**src/rtl/flash_cmd_pkg.sv**
```systemverilog
package flash_cmd_pkg;

  typedef enum logic [2:0] {
    OP_NONE        = 3'd0,
    OP_PROGRAM     = 3'd1,
    OP_CHIP_ERASE  = 3'd2,
    OP_BLOCK_MARK  = 3'd3,
    OP_ERASE_START = 3'd4,
    OP_SUSPEND     = 3'd5,
    OP_RESUME      = 3'd6
  } op_kind_e;

  typedef enum logic [1:0] {
    RM_ARRAY     = 2'd0,
    RM_SIGNATURE = 2'd1,
    RM_STATUS    = 2'd2
  } rd_mode_e;

  typedef enum logic [2:0] {
    SQ_IDLE, SQ_KEY1, SQ_KEY2, SQ_PROG, SQ_ERS3, SQ_ERS4, SQ_ERS5, SQ_WIN
  } seq_e;

  localparam int unsigned KEY_ADDR_W = 12;
  localparam logic [KEY_ADDR_W-1:0] ADDR_KEY_A = 12'h555;
  localparam logic [KEY_ADDR_W-1:0] ADDR_KEY_B = 12'hAAA;

  localparam logic [7:0] DAT_KEY_A   = 8'hAA;
  localparam logic [7:0] DAT_KEY_B   = 8'h55;
  localparam logic [7:0] DAT_PROG    = 8'hA0;
  localparam logic [7:0] DAT_ERASE   = 8'h80;
  localparam logic [7:0] DAT_IDENT   = 8'h90;
  localparam logic [7:0] DAT_RESET   = 8'hF0;
  localparam logic [7:0] DAT_CHIP    = 8'h10;
  localparam logic [7:0] DAT_BLOCK   = 8'h30;
  localparam logic [7:0] DAT_SUSPEND = 8'hB0;

  // A keyed write matches on the low address bits and the exact data byte.
  function automatic logic key_hit(input logic [KEY_ADDR_W-1:0] low_addr,
                                   input logic [KEY_ADDR_W-1:0] want_addr,
                                   input logic [7:0]            dat,
                                   input logic [7:0]            want_dat);
    return (low_addr == want_addr) && (dat == want_dat);
  endfunction

  // Status reads take priority over identification reads.
  function automatic rd_mode_e pick_mode(input logic engine_or_window, input logic ident);
    if (engine_or_window) return RM_STATUS;
    if (ident)            return RM_SIGNATURE;
    return RM_ARRAY;
  endfunction

endpackage

```
**src/rtl/fcs_strobe_sync.sv**
```systemverilog
module fcs_strobe_sync #(
  parameter int unsigned STAGES = 2
) (
  input  logic clk,
  input  logic rst_n,
  input  logic strobe_in,
  output logic rise
);
  logic [STAGES:0] shift_q;

  always_ff @(posedge clk or negedge rst_n) begin
    if (!rst_n) shift_q <= '0;
    else        shift_q <= {shift_q[STAGES-1:0], strobe_in};
  end

  assign rise = shift_q[STAGES-1] & ~shift_q[STAGES];
endmodule

```
**src/rtl/fcs_window_timer.sv**
```systemverilog
module fcs_window_timer #(
  parameter int unsigned WIN_CYC = 32
) (
  input  logic clk,
  input  logic rst_n,
  input  logic load,
  output logic active,
  output logic expire
);
  localparam int unsigned CNT_W = $clog2(WIN_CYC + 1);
  localparam logic [CNT_W-1:0] CNT_LOAD = CNT_W'(WIN_CYC);

  logic [CNT_W-1:0] cnt_q;
  logic             act_q;

  always_ff @(posedge clk or negedge rst_n) begin
    if (!rst_n) begin
      cnt_q <= '0;
      act_q <= 1'b0;
    end else if (load) begin
      cnt_q <= CNT_LOAD;
      act_q <= 1'b1;
    end else if (act_q) begin
      if (cnt_q == '0) act_q <= 1'b0;
      else             cnt_q <= cnt_q - 1'b1;
    end
  end

  assign active = act_q;
  assign expire = act_q && (cnt_q == '0);
endmodule

```
**src/rtl/fcs_seq_fsm.sv**
```systemverilog
module fcs_seq_fsm
  import flash_cmd_pkg::*;
#(
  parameter int unsigned ADDR_W = 18
) (
  input  logic              clk,
  input  logic              rst_n,
  input  logic              evt,
  input  logic [ADDR_W-1:0] addr,
  input  logic [7:0]        data,
  input  logic              prog_busy,
  input  logic              erase_busy,
  input  logic              suspended,
  input  logic              win_expire,
  output logic              win_load,
  output logic              ident_mode,
  output logic              op_valid,
  output op_kind_e          op_kind,
  output logic [ADDR_W-1:0] op_addr,
  output logic [7:0]        op_data
);
  seq_e     st_q, st_n;
  logic     ident_q, ident_n;
  op_kind_e op_n;
  logic [KEY_ADDR_W-1:0] low;

  assign low = addr[KEY_ADDR_W-1:0];

  always_comb begin
    st_n     = st_q;
    ident_n  = ident_q;
    op_n     = OP_NONE;
    win_load = 1'b0;
    if (st_q == SQ_WIN) begin
      if (evt && data == DAT_BLOCK) begin
        op_n     = OP_BLOCK_MARK;
        win_load = 1'b1;
      end else if (win_expire) begin
        op_n = OP_ERASE_START;
        st_n = SQ_IDLE;
      end
    end else if (evt) begin
      if (prog_busy) begin
        st_n = st_q;
      end else if (erase_busy) begin
        st_n    = SQ_IDLE;
        ident_n = 1'b0;
        if (data == DAT_SUSPEND) op_n = OP_SUSPEND;
      end else begin
        ident_n = 1'b0;
        st_n    = SQ_IDLE;
        unique case (st_q)
          SQ_IDLE: begin
            if (key_hit(low, ADDR_KEY_A, data, DAT_KEY_A)) st_n = SQ_KEY1;
            else if (suspended && data == DAT_BLOCK)       op_n = OP_RESUME;
          end
          SQ_KEY1: if (key_hit(low, ADDR_KEY_B, data, DAT_KEY_B)) st_n = SQ_KEY2;
          SQ_KEY2: begin
            if (key_hit(low, ADDR_KEY_A, data, DAT_PROG))                    st_n = SQ_PROG;
            else if (key_hit(low, ADDR_KEY_A, data, DAT_IDENT))              ident_n = 1'b1;
            else if (!suspended && key_hit(low, ADDR_KEY_A, data, DAT_ERASE)) st_n = SQ_ERS3;
          end
          SQ_PROG: op_n = OP_PROGRAM;
          SQ_ERS3: if (key_hit(low, ADDR_KEY_A, data, DAT_KEY_A)) st_n = SQ_ERS4;
          SQ_ERS4: if (key_hit(low, ADDR_KEY_B, data, DAT_KEY_B)) st_n = SQ_ERS5;
          SQ_ERS5: begin
            if (key_hit(low, ADDR_KEY_A, data, DAT_CHIP)) begin
              op_n = OP_CHIP_ERASE;
            end else if (data == DAT_BLOCK) begin
              op_n     = OP_BLOCK_MARK;
              win_load = 1'b1;
              st_n     = SQ_WIN;
            end
          end
          default: st_n = SQ_IDLE;
        endcase
      end
    end
  end

  always_ff @(posedge clk or negedge rst_n) begin
    if (!rst_n) begin
      st_q     <= SQ_IDLE;
      ident_q  <= 1'b0;
      op_valid <= 1'b0;
      op_kind  <= OP_NONE;
      op_addr  <= '0;
      op_data  <= '0;
    end else begin
      st_q     <= st_n;
      ident_q  <= ident_n;
      op_valid <= (op_n != OP_NONE);
      op_kind  <= op_n;
      if (op_n != OP_NONE) begin
        op_addr <= addr;
        op_data <= data;
      end
    end
  end

  assign ident_mode = ident_q;
endmodule

```
**src/rtl/flash_cmd_seq.sv**
```systemverilog
module flash_cmd_seq
  import flash_cmd_pkg::*;
#(
  parameter int unsigned ADDR_W      = 18,
  parameter int unsigned WIN_CYC     = 32,
  parameter int unsigned SYNC_STAGES = 2
) (
  input  logic              clk,
  input  logic              rst_n,
  input  logic              wr_strobe,
  input  logic [ADDR_W-1:0] wr_addr,
  input  logic [7:0]        wr_data,
  input  logic              pe_prog_busy,
  input  logic              pe_erase_busy,
  input  logic              pe_suspended,
  output logic              op_valid,
  output logic [2:0]        op_kind,
  output logic [ADDR_W-1:0] op_addr,
  output logic [7:0]        op_data,
  output logic [1:0]        read_mode
);
  logic     wr_evt;
  logic     win_load;
  logic     win_active;
  logic     win_expire;
  logic     ident_mode;
  op_kind_e kind_w;

  fcs_strobe_sync #(.STAGES(SYNC_STAGES)) u_sync (
    .clk(clk), .rst_n(rst_n), .strobe_in(wr_strobe), .rise(wr_evt)
  );

  fcs_window_timer #(.WIN_CYC(WIN_CYC)) u_win (
    .clk(clk), .rst_n(rst_n), .load(win_load), .active(win_active), .expire(win_expire)
  );

  fcs_seq_fsm #(.ADDR_W(ADDR_W)) u_fsm (
    .clk(clk), .rst_n(rst_n), .evt(wr_evt), .addr(wr_addr), .data(wr_data),
    .prog_busy(pe_prog_busy), .erase_busy(pe_erase_busy), .suspended(pe_suspended),
    .win_expire(win_expire), .win_load(win_load), .ident_mode(ident_mode),
    .op_valid(op_valid), .op_kind(kind_w), .op_addr(op_addr), .op_data(op_data)
  );

  assign op_kind   = kind_w;
  assign read_mode = pick_mode(pe_prog_busy | pe_erase_busy | win_active, ident_mode);
endmodule

```
**config.mk**
```make
export PLATFORM = sky130hd
export DESIGN_NAME = flash_cmd_seq
export DESIGN_NICKNAME = d
export VERILOG_FILES = /design/src/rtl/flash_cmd_pkg.sv /design/src/rtl/fcs_strobe_sync.sv /design/src/rtl/fcs_window_timer.sv /design/src/rtl/fcs_seq_fsm.sv /design/src/rtl/flash_cmd_seq.sv
export SDC_FILE = /design/constraint.sdc
export NUM_CORES = 1
export LEC_CHECK = 0
export ABC_AREA = 1
export BUFFER_PORTS_ARGS = -buffer_cell sky130_fd_sc_hd__buf_2
export CAP_MARGIN = 20
export CORE_AREA = 2 2 73 103
export CTS_CLUSTER_DIAMETER = 50
export DETAILED_ROUTE_END_ITERATION = 10
export DIE_AREA = 0 0 75 105
export HOLD_SLACK_MARGIN = 0.03
export PLACE_DENSITY_LB_ADDON = 0.25
export SYNTH_ARGS = -nofsm -noshare
export SYNTH_HDL_FRONTEND = slang
export SYNTH_SLANG_ARGS = --single-unit
```
**constraint.sdc**
```tcl
create_clock -name clk -period 2.2 [get_ports clk]
set_clock_uncertainty 0.05 [all_clocks]
set_input_delay 0.33 -clock clk [delete_from_list [all_inputs] [get_ports clk]]
set_output_delay 0.33 -clock clk [all_outputs]
set_load 0.02 [all_outputs]
```
======== Word level (Yosys, flattened, before mapping) ========
Cells that the tools add are included.
W data, S select, Z words.
word-level totals
  bits in registers ....................... 44
  bits of input ports ..................... 32
  output and inout port bits .............. 32
  word-level logic and storage cells ...... 109
operators by class
  $add $sub $neg .......................... 1
  equal/unequal tests ..................... 21
  muxes and demuxes ....................... 53
  bitwise operators ....................... 6
  reduce and logical (&&, ||, !) cells .... 19
operator list
  operator                number
  $mux W3                 23
  $eq A8 B8 Y1 const B    5
  $mux W1                 19
  $mux W6                 3
  $pmux W3 S6             1
  $eq A12 B11 Y1 const B  1
  $eq A12 B12 Y1 const B  1
  $eq A3 B3 Y1 const B    4
  $mux W2                 6
  $logic_and A1 B1 Y1     10
  $pmux W3 S3             1
  $eq A8 B5 Y1 const B    1
  $eq A8 B6 Y1 const B    1
  $eq A8 B7 Y1 const B    1
  $eq A3 B2 Y1 const B    2
  $logic_not A6 Y1        1
  $ne A2 B1 Y1 const B    3
  $sub A6 B1 Y6 const B   1
  $reduce_and A4 Y1       1
  $reduce_bool A2 Y1      2
  $eq A3 B1 Y1 const B    1
  $logic_not A3 Y1        1
  $not A1 Y1              3
  $reduce_and A3 Y1       1
  6 further kinds         7

======== Depth between registers and ports, before layout ========
  depth in word-level cells ............... 11
  mapped depth ............................ 12
  gate-level depth less buffers ........... 11

======== Hierarchy ========
Synthesis repeated with hierarchy kept, for this count alone.
second synthesis, totals
  cell total of the unflattened synthesis .. 307
  area total of the unflattened synthesis .. 2,393.5 um^2
by module, submodules not included
  module            times used  cells each  area each (um^2)  sequential area each (um^2)
  fcs_seq_fsm       1           241         1,841.8           850.8
  fcs_window_timer  1           56          440.4             175.2
  fcs_strobe_sync   1           5           85.1              75.1
  flash_cmd_seq     1           5           26.3              0.0

======== Worst setup path before layout ========
Ideal clock, no wire load.
  kind .................................... input-to-reg
  start point ............................. input port wr_data[1]
  end point ............................... register u_fsm.op_addr[0]
  setup time .............................. 119 ps
  data arrival time ....................... 1,551 ps
  data required time ...................... 2,031 ps
  slack ................................... 481 ps
  stages on the path ...................... 11
  path buffers ............................ 1
  path through ............................ nor2_2 -> nand2_2 -> nor2_4 -> nand2_1 -> nor2_1 -> nor2_1 -> a21oi_4 -> nand4_4 -> buf_6 -> nand2_1 -> nand2_1
on the way
  cells in the longest elaborated chain, start to end .. 10
  elaborated cells on any way between the ends .. 20
  classes of those cells .................. 4 x eq/ne; 11 x mux; 5 x reduce/logical
ends and longest elaborated chain
  what                  line                                                     RTL
  start, declared       flash_cmd_seq.sv:12                                      input logic [7:0] wr_data,
  $eq A8 B6 Y1          fcs_seq_fsm.sv:35, fcs_seq_fsm.sv:55, fcs_seq_fsm.sv:69
  $logic_and A1 B1 Y1   fcs_seq_fsm.sv:55                                        else if (suspended && data == DAT_BLOCK) op_n = OP_RESUME;
  $mux W3               fcs_seq_fsm.sv:55
  $mux W3               fcs_seq_fsm.sv:54                                        if (key_hit(low, ADDR_KEY_A, data, DAT_KEY_A)) st_n = SQ_KEY1;
  $pmux W3 S3           fcs_seq_fsm.sv:52                                        unique case (st_q)
  $mux W3               fcs_seq_fsm.sv:45                                        end else if (erase_busy) begin
  $mux W3               fcs_seq_fsm.sv:43                                        if (prog_busy) begin
  $mux W3               fcs_seq_fsm.sv:42                                        end else if (evt) begin
  $mux W3 *             fcs_seq_fsm.sv:34                                        if (st_q == SQ_WIN) begin
  $reduce_bool A3 Y1 *  fcs_seq_fsm.sv:94                                        if (op_n != OP_NONE) begin
  end signal, assigned  fcs_seq_fsm.sv:95                                        op_addr <= addr;
  end, declared         fcs_seq_fsm.sv:19                                        output logic [ADDR_W-1:0] op_addr,
Every way passes the cells marked *; elsewhere a longest branch is shown, timed or not.
A chain may end at the register's enable or synchronous reset.

======== Worst setup path after layout ========
  start point ............................. register u_fsm.st_q[0]
  end point ............................... register u_fsm.op_data[3]
on the way
  cells in the longest elaborated chain, start to end .. 7
  elaborated cells on any way between the ends .. 10
  classes of those cells .................. 3 x eq/ne; 5 x mux; 2 x reduce/logical
ends and longest elaborated chain
  what                                  line               RTL
  start, declared                       fcs_seq_fsm.sv:22  seq_e st_q, st_n;
  start signal, assigned                fcs_seq_fsm.sv:90  st_q <= st_n;
  $eq A3 B3 Y1 (tied with other cells)  fcs_seq_fsm.sv:52
  $pmux W3 S3                           fcs_seq_fsm.sv:52
  $mux W3                               fcs_seq_fsm.sv:45
  $mux W3                               fcs_seq_fsm.sv:43
  $mux W3                               fcs_seq_fsm.sv:42
  $mux W3 *                             fcs_seq_fsm.sv:34
  $reduce_bool A3 Y1 *                  fcs_seq_fsm.sv:94
  end signal, assigned                  fcs_seq_fsm.sv:96  op_data <= data;
  end, declared                         fcs_seq_fsm.sv:20  output logic [7:0] op_data
Marked as above.

==> flow_results.xml <==
<?xml version="1.0" encoding="UTF-8"?>
<metrics>
  <group name="worst_hold_path">
    <metric name="min_delay_worst_endpoint" unit="">u_sync.shift_q[0]</metric>
    <metric name="holdCritPathClass" unit="">in -&gt; reg</metric>
    <metric name="min_from" unit="">wr_strobe</metric>
    <metric name="min_delay_path_depth" unit="">1</metric>
  </group>
  <group name="clock_network">
    <metric name="clkSlewWorstSetupHoldPaths" unit="ns">0.09</metric>
    <metric name="clk-insertion-delay-late" unit="ns">0.30</metric>
    <metric name="clockBufferDepth" unit="">2</metric>
    <metric name="cts_tree" unit="">yes</metric>
    <metric name="numCtsBuffers" unit="">5</metric>
    <metric name="ctsRootBufferMaster" unit="">sky130_fd_sc_hd__clkbuf_8</metric>
    <metric name="h_tree_lvl_count" unit="">2</metric>
    <metric name="numClockSinks" unit="">44</metric>
  </group>
  <group name="global_route">
    <metric name="initial_antenna_violation_count" unit="">0</metric>
    <metric name="grt_overflow" unit="">0</metric>
    <metric name="grt_util_all_layers" unit="">0.166</metric>
    <metric name="wire_length_of_the_first_global_routing_pass" unit="µm">10200</metric>
    <metric name="grt_max_degree" unit="">28</metric>
    <metric name="first_global_vias" unit="">2225</metric>
  </group>
  <group name="die">
    <metric name="floorplan.die.width" unit="µm">75</metric>
    <metric name="io_pins" unit="">64</metric>
    <metric name="die_h" unit="µm">105</metric>
    <metric name="floorplan_core_area" unit="µm²">6890</metric>
    <metric name="initial_utilization" unit="">0.343</metric>
    <metric name="die_area" unit="µm²">7880</metric>
    <metric name="row_count" unit="">36</metric>
  </group>
  <group name="yosys">
    <metric name="synth.top_cell.area_share" unit="">0.465</metric>
    <metric name="ys_dominant_reg_cell" unit="">sky130_fd_sc_hd__dfrtp_1</metric>
    <metric name="sequential_to_total_area_share_from_yosys_stat" unit="">0.465</metric>
    <metric name="syn-cell-area" unit="µm²">2370</metric>
    <metric name="synthTopCellsByArea" unit="">sky130_fd_sc_hd__dfrtp_1 (47%), sky130_fd_sc_hd__nand2_1 (15%), sky130_fd_sc_hd__nand4_1 (8.2%), sky130_fd_sc_hd__inv_1 (5.2%), sky130_fd_sc_hd__nand3_1 (4.9%)</metric>
    <metric name="synth_area_per_inst" unit="µm²">7.78</metric>
    <metric name="syn_inst" unit="">304</metric>
    <metric name="synth_edf_count" unit="">0</metric>
    <metric name="synth.lib_cells_used.distinct" unit="">32</metric>
    <metric name="synth_top_area_cell" unit="">sky130_fd_sc_hd__dfrtp_1</metric>
    <metric name="total_of_flip_flops_plus_latches_after_synthesis" unit="">44</metric>
    <metric name="ys.warnings.count" unit="">0</metric>
    <metric name="synthesis.nets" unit="">337</metric>
    <metric name="ys_top_cells_by_count" unit="">sky130_fd_sc_hd__nand2_1 (94), sky130_fd_sc_hd__dfrtp_1 (44), sky130_fd_sc_hd__inv_1 (33)</metric>
    <metric name="async_flop_share" unit="">1.00</metric>
    <metric name="synth_most_common_cell" unit="">sky130_fd_sc_hd__nand2_1</metric>
  </group>
  <group name="routing">
    <metric name="postRouteAntennaNets" unit="">0</metric>
    <metric name="drt_iter0_drc" unit="">149</metric>
    <metric name="totalWireLength" unit="µm">6170</metric>
    <metric name="drt_drc_violations_left" unit="">0</metric>
    <metric name="detailroute.via_count" unit="">2276</metric>
    <metric name="dr.pass1.iters" unit="">5</metric>
    <metric name="wire_per_inst" unit="µm">12.8</metric>
    <metric name="routed_via_density" unit="">4.73</metric>
  </group>
  <group name="sta">
    <metric name="timing.final.crit_share" unit="">0.904</metric>
    <metric name="final_period_demand_of_the_worst_path" unit="ns">1.99</metric>
    <metric name="worstMarginPinSlew" unit="ns">0.683</metric>
    <metric name="max_slew_vio_count" unit="">0</metric>
    <metric name="setup-violations-final" unit="">0</metric>
    <metric name="tns" unit="ns">0</metric>
    <metric name="slew_headroom" unit="">0.543</metric>
    <metric name="fmax" unit="MHz">503</metric>
    <metric name="number_of_hold_slack_violations_in_the_final_timing_report" unit="">0</metric>
    <metric name="rsz_0062_raised_after_global_routing" unit="">false</metric>
    <metric name="timing.hold.ws" unit="ns">0.0788</metric>
  </group>
  <group name="critical_path">
    <metric name="critPathKind" unit="">reg -&gt; reg</metric>
    <metric name="critical_path.max_stage_delay" unit="ns">0.47</metric>
    <metric name="rr_startpoint" unit="">u_fsm.st_q[0]</metric>
    <metric name="crit_arrival" unit="ns">2.14</metric>
    <metric name="timing.critical_path.from_type" unit="">flip-flop</metric>
    <metric name="worstPathMaxFanout" unit="">27</metric>
    <metric name="worstSetupEndpointType" unit="">flip-flop</metric>
    <metric name="cpMaxStageDelayCell" unit="">sky130_fd_sc_hd__dfrtp_1</metric>
    <metric name="cp_cell_sequence" unit="">nand3_2 &gt; nand2_1 &gt; nor2_1 &gt; nand2_2 &gt; buf_4 &gt; nand2_2 &gt; a21oi_4 &gt; nand4_4 &gt; nand2_1 &gt; nand2_1</metric>
    <metric name="worst_path_most_repeated_cell" unit="">sky130_fd_sc_hd__nand2_1</metric>
    <metric name="regToRegSetupSlack" unit="ns">0.21</metric>
    <metric name="critical_path.reg2reg.endpoint" unit="">u_fsm.op_data[3]</metric>
    <metric name="worst_r2r_path_depth" unit="">10</metric>
    <metric name="cp_data_required_time" unit="ns">2.35</metric>
  </group>
  <group name="run_status">
    <metric name="outcome" unit="">finished, final reports clean</metric>
  </group>
  <group name="placed_design">
    <metric name="hpwl" unit="µm">4810</metric>
    <metric name="gp_congestion" unit="">0.851</metric>
    <metric name="placed_cells" unit="">472</metric>
    <metric name="port_buffers" unit="">63</metric>
  </group>
  <group name="power">
    <metric name="power.internal" unit="mW">1.64</metric>
    <metric name="leakage" unit="nW">1.64</metric>
    <metric name="vdd_drop_max" unit="mV">0.488</metric>
    <metric name="seqPwrFrac" unit="">0.431</metric>
    <metric name="power.share.combinational" unit="">0.314</metric>
    <metric name="power.share.clock" unit="">0.255</metric>
    <metric name="power.switching" unit="µW">895</metric>
    <metric name="power-per-cell-area" unit="nW/µm²">839</metric>
    <metric name="net_switching_fraction_of_the_power" unit="">0.353</metric>
  </group>
  <group name="final_layout">
    <metric name="final_layout_size_suffix_gt1_frac" unit="">0.277</metric>
    <metric name="nFillCells" unit="">719</metric>
    <metric name="layoutNonFillerInstCount" unit="">481</metric>
    <metric name="syn2layout_area_growth" unit="%">27.8</metric>
    <metric name="antenna-diode-count" unit="">0</metric>
    <metric name="design.final.nets" unit="">418</metric>
  </group>
  <group name="job">
    <metric name="cap_viol_max_count" unit="">0</metric>
  </group>
</metrics>
power by group through the flow:
stage	sequential [mW]	clock [mW]	combinational (mW)
after floorplan	1.24	0	0.368
after global placement	1.11	0	0.791
after detailed placement	1.11	0	0.805
after CTS	1.09	0.673	0.808
after global routing	1.12	0.695	0.904
final	1.09	0.648	0.797
layout make-up:
type	instances	area, µm²	area share
well taps	95	119	0.0393
inverters	36	135	0.0447
flip-flops and latches	44	1100	0.364
clock inverters	3	46.3	0.0153
multi-input cells	216	1090	0.362
clock buffers	5	68.8	0.0228
repair buffers	82	460	0.152
cells in the final DEF, fill, tap and decap left out:
cell	instances
sky130_fd_sc_hd__nand3_1	23
sky130_fd_sc_hd__nor2_2	2
sky130_fd_sc_hd__dfrtp_1	44
sky130_fd_sc_hd__o211ai_1	1
sky130_fd_sc_hd__o21a_1	1
sky130_fd_sc_hd__o21bai_2	1
sky130_fd_sc_hd__clkbuf_8	5
sky130_fd_sc_hd__inv_1	33
sky130_fd_sc_hd__buf_4	18
sky130_fd_sc_hd__dlygate4sd3_1	1
sky130_fd_sc_hd__nor3_1	8
sky130_fd_sc_hd__nor2_4	1
sky130_fd_sc_hd__inv_6	1
sky130_fd_sc_hd__o22ai_1	1
sky130_fd_sc_hd__or2_2	1
sky130_fd_sc_hd__a31oi_2	1
sky130_fd_sc_hd__a21oi_4	2
sky130_fd_sc_hd__nand2_1	94
sky130_fd_sc_hd__nand3b_1	1
sky130_fd_sc_hd__xnor2_1	3
sky130_fd_sc_hd__xor2_1	1
sky130_fd_sc_hd__buf_2	63
sky130_fd_sc_hd__nand4_4	1
sky130_fd_sc_hd__nand4_1	31
sky130_fd_sc_hd__o21ai_0	2
sky130_fd_sc_hd__o31ai_1	3
sky130_fd_sc_hd__nand3_2	2
sky130_fd_sc_hd__bufinv_16	1
sky130_fd_sc_hd__nor4_1	5
sky130_fd_sc_hd__ha_1	1
sky130_fd_sc_hd__inv_2	3
sky130_fd_sc_hd__nand2_2	4
sky130_fd_sc_hd__clkinvlp_4	1
sky130_fd_sc_hd__o21ai_1	1
sky130_fd_sc_hd__nor2_1	25
critical path, delay by kind of cell, from the launching register on:
family                 cells  cell delay [ns]
AO/OA/AOI/OAI              1             0.16
AND/OR/NAND/NOR            8             1.10
flip-flops                 1             0.47
buffers and inverters      1             0.11
logic make-up (layout without fill, tap and decap cells):
family,after synthesis,count (layout),share of synthesized area
and+or+nand+nor,198,198,0.393
DFF,44,44,0.465
buffers and inverters,44,126,0.0783
AOI/OAI and AO/OA,13,13,0.0428
xor gates and xnor gates,4,4,0.0148
adders and majority gates,1,1,0.00529
state kept, by name, summed over array words and instances (netlist names):
signal / count
u_fsm.op_addr: 18
u_fsm.op_data: 8
u_win.cnt_q: 6
u_fsm.op_kind: 3
u_fsm.st_q: 3
u_sync.shift_q: 3
u_fsm.ident_mode: 1
u_fsm.op_valid: 1
u_win.active: 1
through the flow:
step	total power, mW	area [µm²]	setup WS (ns)	util
3_5_place_dp	1.91	2890	-0.0738	0.419
4_1_cts	2.58	3020	0.162	0.438
5_1_grt	2.72	3020	0.00458	0.439
2_1_floorplan	1.61	2370	0.481	-
6_report	2.54	3020	0.210	0.439
3_3_place_gp	1.90	2890	-0.0290	0.419
worst max-delay path by stage:
stage | from | endpoint | slack [ns] | cells after the start
after floorplan | wr_data[1] | u_fsm.op_addr[0] | 0.48 | 11
after global placement | wr_data[1] | u_fsm.op_addr[16] | -0.03 | 9
after detailed placement | wr_data[1] | u_fsm.op_addr[11] | -0.07 | 9
after CTS | u_fsm.st_q[0] | u_fsm.op_data[3] | 0.16 | 9
after global routing | u_fsm.st_q[0] | u_fsm.op_addr[15] | 0.005 | 8
final | u_fsm.st_q[0] | u_fsm.op_data[3] | 0.21 | 10
metal layers:
metal,GRT usage,wire length [µm],vias to the layer above
met5,0,0,-
met4,0.0574,123,0
met3,0.0347,274,11
met2,0.288,3240,46
met1,0.196,2530,1053
li1,-,-,1166
timing repair:
item | in CTS | in global routing
endpoints found under the setup margin | 26 | 23
setup buffers | 0 | 0
endpoints found under the hold margin | 13 | 0
gates resized for setup | 1 | 1
hold buffers | 1 | 0
(Power assumes the default switching activity.)
